**src/rtl/pipe_ctl_pkg.sv**
```systemverilog
package pipe_ctl_pkg;
  typedef enum logic [1:0] {
    DIR_OUT   = 2'b00,
    DIR_IN    = 2'b01,
    DIR_SETUP = 2'b10
  } pipe_dir_e;

  localparam int unsigned IEN_OVF   = 0;
  localparam int unsigned IEN_STALL = 1;
  localparam int unsigned IEN_CRC   = 2;
  localparam int unsigned IEN_SHORT = 3;
  localparam int unsigned IEN_BUSY  = 4;
  localparam int unsigned IEN_COUNT = 5;
endpackage

```
**src/rtl/pipe_ien_bank.sv**
```systemverilog
module pipe_ien_bank #(
  parameter int unsigned N = 5
) (
  input  logic         clk,
  input  logic         rst_n,
  input  logic [N-1:0] set_i,
  input  logic [N-1:0] clr_i,
  output logic [N-1:0] bits_o
);
  for (genvar g = 0; g < N; g++) begin : g_bit
    logic q;
    always_ff @(posedge clk or negedge rst_n) begin
      if (!rst_n)        q <= 1'b0;
      else if (set_i[g]) q <= 1'b1;
      else if (clr_i[g]) q <= 1'b0;
    end
    assign bits_o[g] = q;
  end
endmodule

```
**src/rtl/pipe_fifo_ctl.sv**
```systemverilog
module pipe_fifo_ctl
  import pipe_ctl_pkg::*;
(
  input  logic       clk,
  input  logic       rst_n,
  input  logic [1:0] dir_i,
  input  logic       bank_free_i,
  input  logic       in_stored_i,
  input  logic       sw_clr_i,
  output logic       fifo_con_o,
  output logic       bank_sw_o
);
  logic con_q, sw_q, hw_set, do_switch;

  assign hw_set    = (dir_i == DIR_IN) ? in_stored_i : bank_free_i;
  assign do_switch = sw_clr_i & con_q & ~hw_set;

  always_ff @(posedge clk or negedge rst_n) begin
    if (!rst_n) begin
      con_q <= 1'b0;
      sw_q  <= 1'b0;
    end else begin
      sw_q <= do_switch;
      if (hw_set)         con_q <= 1'b1;
      else if (do_switch) con_q <= 1'b0;
    end
  end

  assign fifo_con_o = con_q;
  assign bank_sw_o  = sw_q;
endmodule

```
**src/rtl/pipe_freeze_ctl.sv**
```systemverilog
module pipe_freeze_ctl #(
  parameter int unsigned CNT_W = 8
) (
  input  logic             clk,
  input  logic             rst_n,
  input  logic             cfg_ok_i,
  input  logic [CNT_W-1:0] limit_i,
  input  logic             stall_i,
  input  logic             err_i,
  input  logic             in_done_i,
  input  logic             pipe_rst_i,
  input  logic             pipe_en_i,
  input  logic             sw_set_i,
  input  logic             sw_clr_i,
  output logic             freeze_o
);
  logic             frz_q;
  logic [CNT_W-1:0] cnt_q;
  logic             limit_hit, hw_frz, frz_d, sw_unfreeze, count_en;

  assign count_en    = in_done_i & ~frz_q;
  assign limit_hit   = count_en & (cnt_q == limit_i);
  assign hw_frz      = ~cfg_ok_i | stall_i | err_i | pipe_rst_i | pipe_en_i | limit_hit;
  assign frz_d       = hw_frz | sw_set_i | (frz_q & ~sw_clr_i);
  assign sw_unfreeze = sw_clr_i & ~frz_d;

  always_ff @(posedge clk or negedge rst_n) begin
    if (!rst_n) begin
      frz_q <= 1'b1;
      cnt_q <= '0;
    end else begin
      frz_q <= frz_d;
      if (pipe_rst_i || sw_unfreeze) cnt_q <= '0;
      else if (count_en)             cnt_q <= cnt_q + 1'b1;
    end
  end

  assign freeze_o = frz_q;
endmodule

```
**src/rtl/pipe_toggle_ctl.sv**
```systemverilog
module pipe_toggle_ctl (
  input  logic clk,
  input  logic rst_n,
  input  logic rtog_set_i,
  input  logic xfer_ok_i,
  output logic rtog_o,
  output logic data_tog_o
);
  logic rtog_q, tog_q;

  always_ff @(posedge clk or negedge rst_n) begin
    if (!rst_n) begin
      rtog_q <= 1'b0;
      tog_q  <= 1'b0;
    end else begin
      rtog_q <= rtog_set_i;
      if (rtog_q)         tog_q <= 1'b0;
      else if (xfer_ok_i) tog_q <= ~tog_q;
    end
  end

  assign rtog_o     = rtog_q;
  assign data_tog_o = tog_q;
endmodule

```
**src/rtl/pipe_ctl.sv**
```systemverilog
module pipe_ctl #(
  parameter int unsigned NUM_IEN = 5,
  parameter int unsigned CNT_W   = 8
) (
  input  logic               clk,
  input  logic               rst_n,
  input  logic [1:0]         pipe_dir,
  input  logic               cfg_ok,
  input  logic [CNT_W-1:0]   in_limit,
  input  logic [NUM_IEN-1:0] ien_set,
  input  logic [NUM_IEN-1:0] ien_clr,
  input  logic               frz_set,
  input  logic               frz_clr,
  input  logic               fifo_clr,
  input  logic               rtog_set,
  input  logic               ev_bank_free,
  input  logic               ev_in_stored,
  input  logic               ev_stall,
  input  logic               ev_err,
  input  logic               ev_in_done,
  input  logic               ev_xfer_ok,
  input  logic               ev_pipe_rst,
  input  logic               ev_pipe_en,
  output logic [NUM_IEN-1:0] ien,
  output logic               fifo_con,
  output logic               freeze,
  output logic               rtog,
  output logic               tog_rst,
  output logic               bank_sw,
  output logic               data_tog
);
  logic rtog_w;

  pipe_ien_bank #(.N(NUM_IEN)) u_ien (
    .clk(clk), .rst_n(rst_n), .set_i(ien_set), .clr_i(ien_clr), .bits_o(ien)
  );

  pipe_fifo_ctl u_fifo (
    .clk(clk), .rst_n(rst_n), .dir_i(pipe_dir),
    .bank_free_i(ev_bank_free), .in_stored_i(ev_in_stored),
    .sw_clr_i(fifo_clr), .fifo_con_o(fifo_con), .bank_sw_o(bank_sw)
  );

  pipe_freeze_ctl #(.CNT_W(CNT_W)) u_frz (
    .clk(clk), .rst_n(rst_n), .cfg_ok_i(cfg_ok), .limit_i(in_limit),
    .stall_i(ev_stall), .err_i(ev_err), .in_done_i(ev_in_done),
    .pipe_rst_i(ev_pipe_rst), .pipe_en_i(ev_pipe_en),
    .sw_set_i(frz_set), .sw_clr_i(frz_clr), .freeze_o(freeze)
  );

  pipe_toggle_ctl u_tog (
    .clk(clk), .rst_n(rst_n), .rtog_set_i(rtog_set), .xfer_ok_i(ev_xfer_ok),
    .rtog_o(rtog_w), .data_tog_o(data_tog)
  );

  assign rtog    = rtog_w;
  assign tog_rst = rtog_w;
endmodule

```
**config.mk**
```make
export PLATFORM = sky130hd
export DESIGN_NAME = pipe_ctl
export DESIGN_NICKNAME = d
export VERILOG_FILES = /design/src/rtl/pipe_ctl_pkg.sv /design/src/rtl/pipe_ien_bank.sv /design/src/rtl/pipe_fifo_ctl.sv /design/src/rtl/pipe_freeze_ctl.sv /design/src/rtl/pipe_toggle_ctl.sv /design/src/rtl/pipe_ctl.sv
export SDC_FILE = /design/constraint.sdc
export NUM_CORES = 1
export LEC_CHECK = 0
export BUFFER_PORTS_ARGS = -buffer_cell sky130_fd_sc_hd__buf_4
export CORE_MARGIN = 5
export CORE_UTILIZATION = 48
export DETAILED_ROUTE_END_ITERATION = 7
export GPL_ROUTABILITY_DRIVEN = 1
export GPL_TIMING_DRIVEN = 0
export HOLD_SLACK_MARGIN = 0.05
export PLACE_DENSITY_LB_ADDON = 0.25
export SYNTH_ARGS = -nofsm -noshare
export SYNTH_HDL_FRONTEND = slang
export SYNTH_SLANG_ARGS = --single-unit
```
**constraint.sdc**
```tcl
create_clock -name clk -period 2.2 [get_ports clk]
set_input_delay 0.33 -clock clk [delete_from_list [all_inputs] [get_ports clk]]
set_output_delay 0.33 -clock clk [all_outputs]
set_load 0.05 [all_outputs]
```
# == Word level (Yosys, flattened, before mapping) ==
# Index checks and enable logic that the tools add are counted.
# word_totals
output_inout_bits,11
ff_bits,18
inputBits,35
word_cells,59
# op_classes
n_eq_ne,2
n_reduce_logical,9
bitwise_logic,19
n_addsub,1
n_mux,17
# ops
op,n
8-bit two-way mux,2
2-bit nonzero test,8
1-bit two-way mux,15
8-bit by 1-bit adder with 8-bit output (second input constant),1
8-bit == test,1
1-bit bitwise OR,7
1-bit bitwise AND,6
1-bit NOT,6
2-bit by 1-bit == test with 1-bit output (second input constant),1
1-bit logical OR,1

# == Logic depth before layout (Yosys ltp) ==
# Gate-level depths: netlist (run 1).
# depth
ltp_word,12
mapped_depth,5

# == Cells and area by module ==
# From an unflattened synthesis (run 1), not the netlist that was laid out.
# unflattened
hier_cells,86
area_unflattened_um2,953.4
# by_module_without_submodules
mod,seq_area_each_um2,area_per_inst_um2,cells_per_inst,n_inst
pipe_freeze_ctl,226.5,574.3,53,1
pipe_ien_bank,125.1,219.0,20,1
pipe_fifo_ctl,50.0,90.1,8,1
pipe_toggle_ctl,50.0,62.6,4,1
pipe_ctl,0.0,7.5,1,1

# == Least setup slack after synthesis (run 1) ==
# Ideal clock, no wire load.
# synth_path
path_type,register to register
from,register u_frz.frz_q (netlist: u_frz.freeze_o)
to,register u_frz.cnt_q[0]
setup_ns,0.125
slack_ns,0.845
t_required_ns,2.075
arrival_time_ns,1.230
stages_incl_launch_ff,6
path_cell_list,dfstp_2 nor2b_2 buf_6 and4_4 nand4b_4 a21oi_1
# synth_via
elab_chain_len,10
# synth_lines
item,line,text
"start, declared",pipe_freeze_ctl.sv:17,logic frz_q;
"start signal, assigned",pipe_freeze_ctl.sv:32,frz_q <= frz_d;
1-bit NOT,pipe_freeze_ctl.sv:21,assign count_en = in_done_i & ~frz_q;
1-bit bitwise AND,pipe_freeze_ctl.sv:21,
1-bit bitwise AND,pipe_freeze_ctl.sv:22,assign limit_hit = count_en & (cnt_q == limit_i);
1-bit bitwise OR,pipe_freeze_ctl.sv:23,assign hw_frz = ~cfg_ok_i | stall_i | err_i | pipe_rst_i | pipe_en_i | limit_hit;
1-bit bitwise OR (2 in a row),pipe_freeze_ctl.sv:24,assign frz_d = hw_frz | sw_set_i | (frz_q & ~sw_clr_i);
1-bit NOT,pipe_freeze_ctl.sv:25,assign sw_unfreeze = sw_clr_i & ~frz_d;
1-bit bitwise AND,pipe_freeze_ctl.sv:25,
1-bit logical OR,pipe_freeze_ctl.sv:33,if (pipe_rst_i || sw_unfreeze) cnt_q <= '0;
8-bit two-way mux or 2-bit nonzero test (tied branches),-,
"end signal, assigned",pipe_freeze_ctl.sv:34,else if (count_en) cnt_q <= cnt_q + 1'b1;
"end, declared",pipe_freeze_ctl.sv:18,logic [CNT_W-1:0] cnt_q;
# Parallel ways exist; a longest one is shown, timed or not.
# A chain may end at the register's enable or synchronous reset.

# == Worst setup path in the final report (run 1) ==
# layout_path
from,register u_frz.frz_q (netlist: u_frz.freeze_o)
to,output freeze
# layout_rtl
item,line,text
"end, declared",pipe_ctl.sv:26,"output logic freeze,"
# No word-level cell between the ends.

==> out/qor.txt, run 1 <==
Cell with the most instances after synthesis = dfrtp_1
CP cell instances = buf_4
DRC violations left = 0
Filler-free cell count of the finished design = 165
Largest stage delay, worst path = 560 ps
Die X = 54.8 um
CP required = 1870 ps
Slowest CP cell = dfstp_2
Post-route setup slack = 818 ps
Worst-path clk slew = 100 ps
P&R area growth vs syn = 43.3%
Top FF cell, synth = dfrtp_1
Setup CP Type = flop to output pin
Post-route cell area = 0.00138 mm^2
Critical Path Stages = 1
Gate Count Post-Synth = 88
Multi-input gate area = 427 um^2
First-pass DRT Iterations = 4
Post-synth EDFFs = 0
Worst Hold Launch = rtog_set
Worst skew pair latency = 290 ps
Final GP Congestion = 0.794
DIE AREA = 0.00301 mm^2
Vias = 786
Dpl hpwl = 1640 um
Final Critical Period = 1380 ps
Largest cells by area after synthesis = dfrtp_1 (44%), xor2_1 (10%), buf_4 (4.7%), xnor2_1 (4.5%), a21oi_1 (4.2%)
Slew @ Worst Pin = 348 ps
# port buffers = 45
Die H = 54.8 um
DP Area = 0.00134 mm^2
Total track usage = 0.142
First-pass GRT wire length = 3040 um
Cell Area, Synth = 965 um^2
Final Util = 0.712
Remaining antenna violation count = 0
Buf/Inv on CP = 1
Setup slack, reg-to-reg = 830 ps
CP Capture Type = output pin
Power, Total = 0.716 mW
Crit path DAT = 1050 ps
CTS Sinks = 18
CTS Root Cell = clkbuf_4
Hold WS = 142 ps
Setup TNS = 0 ps
Row cnt = 16
Pins over their slew limit = 0
Ys async rst share = 1.00
Post-synth top cells = dfrtp_1 (17), xor2_1 (11), a21oi_1 (8), inv_1 (8), buf_4 (6)
Fmax = 724 MHz
H-tree depth = 1
CTS buffer count = 3
DP Worst Slack = 823 ps
Largest net degree at the start of global routing = 19
Max-cap violation count = 0
Area leader, netlist = dfrtp_1
Reg-to-Reg Start = u_frz.cnt_q[2]$_DFFE_PN0P_
Post-synth cell types = 27
Nets = 175
CP startpoint kind = flop
Synthesized area per cell = 11.0 um^2
Placed cells = 160
Syn Nets = 124
Max-Slew Margin vs Limit = 0.766
Status = completed
IO Count = 46
RSZ-0062 raised after global routing = no
R2r worst-path depth = 4
Power per standard cell area = 518 mW/mm^2
Antenna cell count = 0
Share of the synthesized area in the top cell type = 0.441
Tcrit/Tclk final = 0.628
Worst r2r dst = u_frz.cnt_q[5]$_DFFE_PN0P_
Register bit total from synthesis = 18
LEAKAGE = 0.737 nW
Total setup buffers inserted after CTS = 0
Vias per cell = 4.76
Worst-path fanout max = 3
Peak supply drop = 427 uV
Vias in the first global route = 762
CP endpoint = freeze
Critical Path Start = u_frz.freeze_o$_DFF_PN1_
DR WL/cell = 11.8 um
Max Buffers Root-to-Sink = 2
Drt first-iter violations = 7
CTS tree = yes
HP Class = primary input to flop
Final hold violation count = 0
Area occupied by registers = 452 um^2
Total gr overflow = 0
# hold bufs at CTS = 1
YS warnings = 0
Part of the Yosys area used for sequential elements = 0.468
Clk_skew = 6.05 ps
Share of post-route cells with drive strength above 1 = 0.449
Final wirelength = 1940 um
Final setup fails = 0
Fill count = 161
Initial antenna violation count = 0
Core footprint = 0.00194 mm^2
Top Family by Delay on Critical Path = flip-flops
Starting Density = 0.497
PostCTS Resize Cnt = 0
-- placed cells by master, fill, tap and decap left out, types with 2 or more instances in the layout --
cell	count
nand2_1	2
mux2i_1	2
inv_1	8
clkbuf_4	3
a21oi_1	8
and2_1	2
xor2_1	11
nor2_1	2
a21o_1	5
nand4_1	3
dfrtp_1	17
buf_4	51
and3_1	3
xnor2_1	5
-- logic make-up (layout without fill, tap and decap cells) --
logic type / Yosys count / in the layout / share of synthesized area
AO/OA/AOI/OAI: 17 / 17 / 0.115
XOR/XNOR: 16 / 16 / 0.145
adder cells (fa/ha/maj): 1 / 1 / 0.0130
buffers and inverters: 15 / 65 / 0.0895
flip-flops: 18 / 18 / 0.468
multiplexers: 2 / 2 / 0.0208
AND/OR/NAND/NOR: 19 / 19 / 0.148
-- area by class of cell --
class	instances	area share
flip-flops and latches	18	0.327
multi-input cells	55	0.309
clock buffers	4	0.0262
repair buffers	46	0.252
inverters	8	0.0217
well taps	27	0.0244
plain buffers	7	0.0407
-- layer usage --
layer	track usage	vias up	wire length, um
met5	0	-	0
met4	0.0249	0	0
met3	0.0409	0	150
met2	0.264	25	1080
met1	0.159	366	706
li1	-	395	-
-- how the worst min path moves through the flow --
stage	to	slack (ps)	cells past startpoint
detailed placement	u_ien.g_bit[0].q$_DFFE_PN0P_	210	1
finish	u_tog.rtog_o$_DFF_PN0_	140	1
global route	u_tog.rtog_o$_DFF_PN0_	120	1
CTS	u_tog.rtog_o$_DFF_PN0_	130	1
floorplan	u_fifo.bank_sw_o$_DFF_PN0_	30	0
global placement	u_ien.g_bit[1].q$_DFFE_PN0P_	200	1
-- where the power goes --
group          internal, mW  switching (mW)  total, mW
combinational        0.0804          0.0843      0.165
clock                 0.101           0.101      0.202
sequential            0.343         0.00683      0.350
-- state kept, by name, indices dropped and copies added (netlist names) --
signal             flops
u_frz.cnt_q            8
u_ien.g_bit.q          5
u_fifo.bank_sw_o       1
u_fifo.fifo_con_o      1
u_frz.freeze_o         1
u_tog.data_tog_o       1
u_tog.rtog_o           1
Power figures use the tool's default switching activity.
==> run 2: changes to the inputs <==
- ABC_AREA: default -> 1
- CORE_UTILIZATION: 48 -> 41
- clock period: 2.2 -> 1.1 ns (I/O delays scaled with it)
==> run 2 against run 1 <==
Against the previous run:
- the run now ends with negative setup slack left
- via count increased by 25%
- final cell count increased by 31%
- critical path type is now flop to flop
- core utilization decreased by 4.2 points
- routed wire length increased by 33%
- clock skew increased by 1.3 ps
- synthesized cell count increased by 43%
- sequential power increased by 100%
- non-clock buffer count increased by 9
- die area increased by 21%
- register-to-register slack got worse by 1000 ps
==> out/qor.txt, run 2 <==
Status = finished, violations left
Failing checks = negative setup slack
Worst-path clk slew = 110 ps
CP endpoint = u_frz.cnt_q[1]$_DFFE_PN0P_
Share of post-route cells with drive strength above 1 = 0.452
Largest stage delay, worst path = 560 ps
Commonest non-fill, non-tap cell in the layout = buf_4
CP most frequent cell = nor2_2
Ys async rst share = 1.00
Largest Register = u_frz.cnt_q
CTS Root Cell = clkbuf_4
CTS Sinks = 18
Filler-free cell count of the finished design = 216
Worst skew pair latency = 290 ps
CTS tree = yes
Drt first-iter violations = 10
CP startpoint kind = flop
IO Count = 46
Setup CP Type = flop to flop
Final wirelength = 2570 um
Row cnt = 18
R2r worst-path depth = 9
P&R area growth vs syn = 58.3%
DP Worst Slack = -259 ps
Critical Path Stages = 9
DIE AREA = 0.00364 mm^2
Dpl hpwl = 1870 um
YS warnings = 0
Peak supply drop = 700 uV
DP Area = 0.00141 mm^2
Antenna cell count = 0
Switching power = 0.425 mW
Placed cells = 201
Vias in the first global route = 1,098
Post-route setup slack = -209 ps
Largest cells by area after synthesis = dfrtp_1 (41%), nand2_1 (9.8%), inv_1 (7.6%), nor2_2 (7.2%), buf_4 (4.3%)
DR WL/cell = 11.9 um
Vias per cell = 4.56
Tcrit/Tclk final = 1.19
Slowest CP cell = dfstp_2
Core footprint = 0.00245 mm^2
Combinational cell fraction of total power = 0.260
Slew @ Worst Pin = 290 ps
Die X = 60.3 um
Fmax = 764 MHz
DRC violations left = 0
Pins over their slew limit = 0
Post-synth top cells = nand2_1 (27), inv_1 (21), dfrtp_1 (17)
Total track usage = 0.160
Post-route cell area = 0.00164 mm^2
Vias = 984
Post-synth cell types = 22
Post-synth EDFFs = 0
CP required = 1290 ps
Worst-path fanout max = 8
Final setup fails = 10
Worst r2r dst = u_frz.cnt_q[1]$_DFFE_PN0P_
Top FF cell, synth = dfrtp_1
CP Capture Type = flop
Gate Count Post-Synth = 126
Cell with the most instances after synthesis = nand2_1
Final Critical Period = 1310 ps
Most frequent cells in the layout = buf_4 (44), nand2_1 (27), inv_1 (21), dfrtp_1 (16), nor2_2 (11)
Die H = 60.3 um
H-tree depth = 1
Syn Nets = 162
Buf/Inv on CP = 1
HP Class = primary input to flop
Remaining antenna violation count = 0
First-pass DRT Iterations = 4
Power share of the sequential group = 0.468
Synthesized area per cell = 8.24 um^2
Final hold violation count = 0
Critical Path Start = u_frz.freeze_o$_DFF_PN1_
Area leader, netlist = dfrtp_1
Max-cap violation count = 0
LEAKAGE = 0.846 nW
Cell Area, Synth = 0.00104 mm^2
Top Family by Delay on Critical Path = simple AND/OR/NAND/NOR gates
First-pass GRT wire length = 4440 um
Reg-to-Reg Start = u_frz.freeze_o$_DFF_PN1_
CP cell instances = inv_2, nand2_4, nor2_2, nand2_1, nor2_2, nand3_2, nand3_2, nand2_4, nor2_2
Hold WS = 74.0 ps
Max-Slew Margin vs Limit = 0.805
Clk_skew = 7.37 ps
RSZ-0062 raised after global routing = yes
Largest net degree at the start of global routing = 19
CTS buffer count = 3
# port buffers = 45
Nets = 223
Crit path DAT = 1500 ps
Initial antenna violation count = 0
Final GP Congestion = 0.743
Internal = 1.09 mW
Share of the synthesized area in the top cell type = 0.410
Register bit total from synthesis = 18
Largest register FFs = 8
Clock power frac = 0.272
Total gr overflow = 0
Setup slack, reg-to-reg = -210 ps
Part of the Yosys area used for sequential elements = 0.435
Power, Total = 1.51 mW
Top Registers = u_frz.cnt_q x8, u_ien.g_bit.q x5
Sw frac = 0.281
Power per standard cell area = 918 mW/mm^2
Starting Density = 0.423
Max Buffers Root-to-Sink = 2
[run 2: power groups by stage]
stage / combinational [mW] / clock, mW / sequential (mW)
finish: 0.393 / 0.411 / 0.707
global placement: 0.339 / 0 / 0.713
floorplan: 0.138 / 0 / 0.757
detailed placement: 0.347 / 0 / 0.715
global route: 0.421 / 0.459 / 0.710
CTS: 0.380 / 0.418 / 0.708
[run 2: logic make-up after synthesis]
family	count (synthesis)	share of synthesized area
compound gates	11	0.0687
buf+inv	30	0.130
flops	18	0.435
simple gates	59	0.295
fa+ha+maj	1	0.0120
xor+xnor	7	0.0590
[run 2: how the worst min path moves through the flow]
stage / slack, ps / endpoint / startpoint / cells after the start
after floorplan: -130 / u_fifo.bank_sw_o$_DFF_PN0_ / rst_n / 0
after global placement: 40 / u_fifo.bank_sw_o$_DFF_PN0_ / rst_n / 1
after detailed placement: 50 / u_fifo.bank_sw_o$_DFF_PN0_ / rst_n / 1
after CTS: 50 / u_ien.g_bit[2].q$_DFFE_PN0P_ / ien_clr[2] / 2
after global routing: 50 / u_ien.g_bit[2].q$_DFFE_PN0P_ / ien_set[2] / 2
final: 70 / u_ien.g_bit[3].q$_DFFE_PN0P_ / ien_set[3] / 2
[run 2: what timing repair did]
item                       in CTS  in global routing
hold buffers                    7                  1
resized for setup              21                  2
hold endpoints to repair       24                  1
pin swaps                       1                  1
setup endpoints to repair      15                 14
setup buffers                   7                  1
[run 2: routing by layer]
layer  vias to the layer above  part of all wire  global-route usage  wire [um]
li1                        494                 -                   -          -
met1                       466              0.33               0.151        859
met2                        24              0.60               0.343       1540
met3                         0             0.067              0.0319        172
met4                         0                 0              0.0316          0
met5                         -                 0                   0          0
[run 2: stage by stage]
| stage | util | setup TNS, ps |
|---|---|---|
| CTS | 0.660 | -1840 |
| floorplan | - | -2720 |
| global placement | 0.576 | -1460 |
| finish | 0.670 | -1820 |
| detailed placement | 0.576 | -1710 |
| global route | 0.670 | -2660 |
[run 2: layout make-up]
type | instances | area, um^2
Buffer | 1 | 11.3
Clock buffer | 4 | 36.3
Fill cell | 211 | 811
Inverter | 24 | 90.1
Multi-Input combinational cell | 78 | 478
Sequential cell | 18 | 453
Tap cell | 30 | 37.5
Timing Repair Buffer | 61 | 538
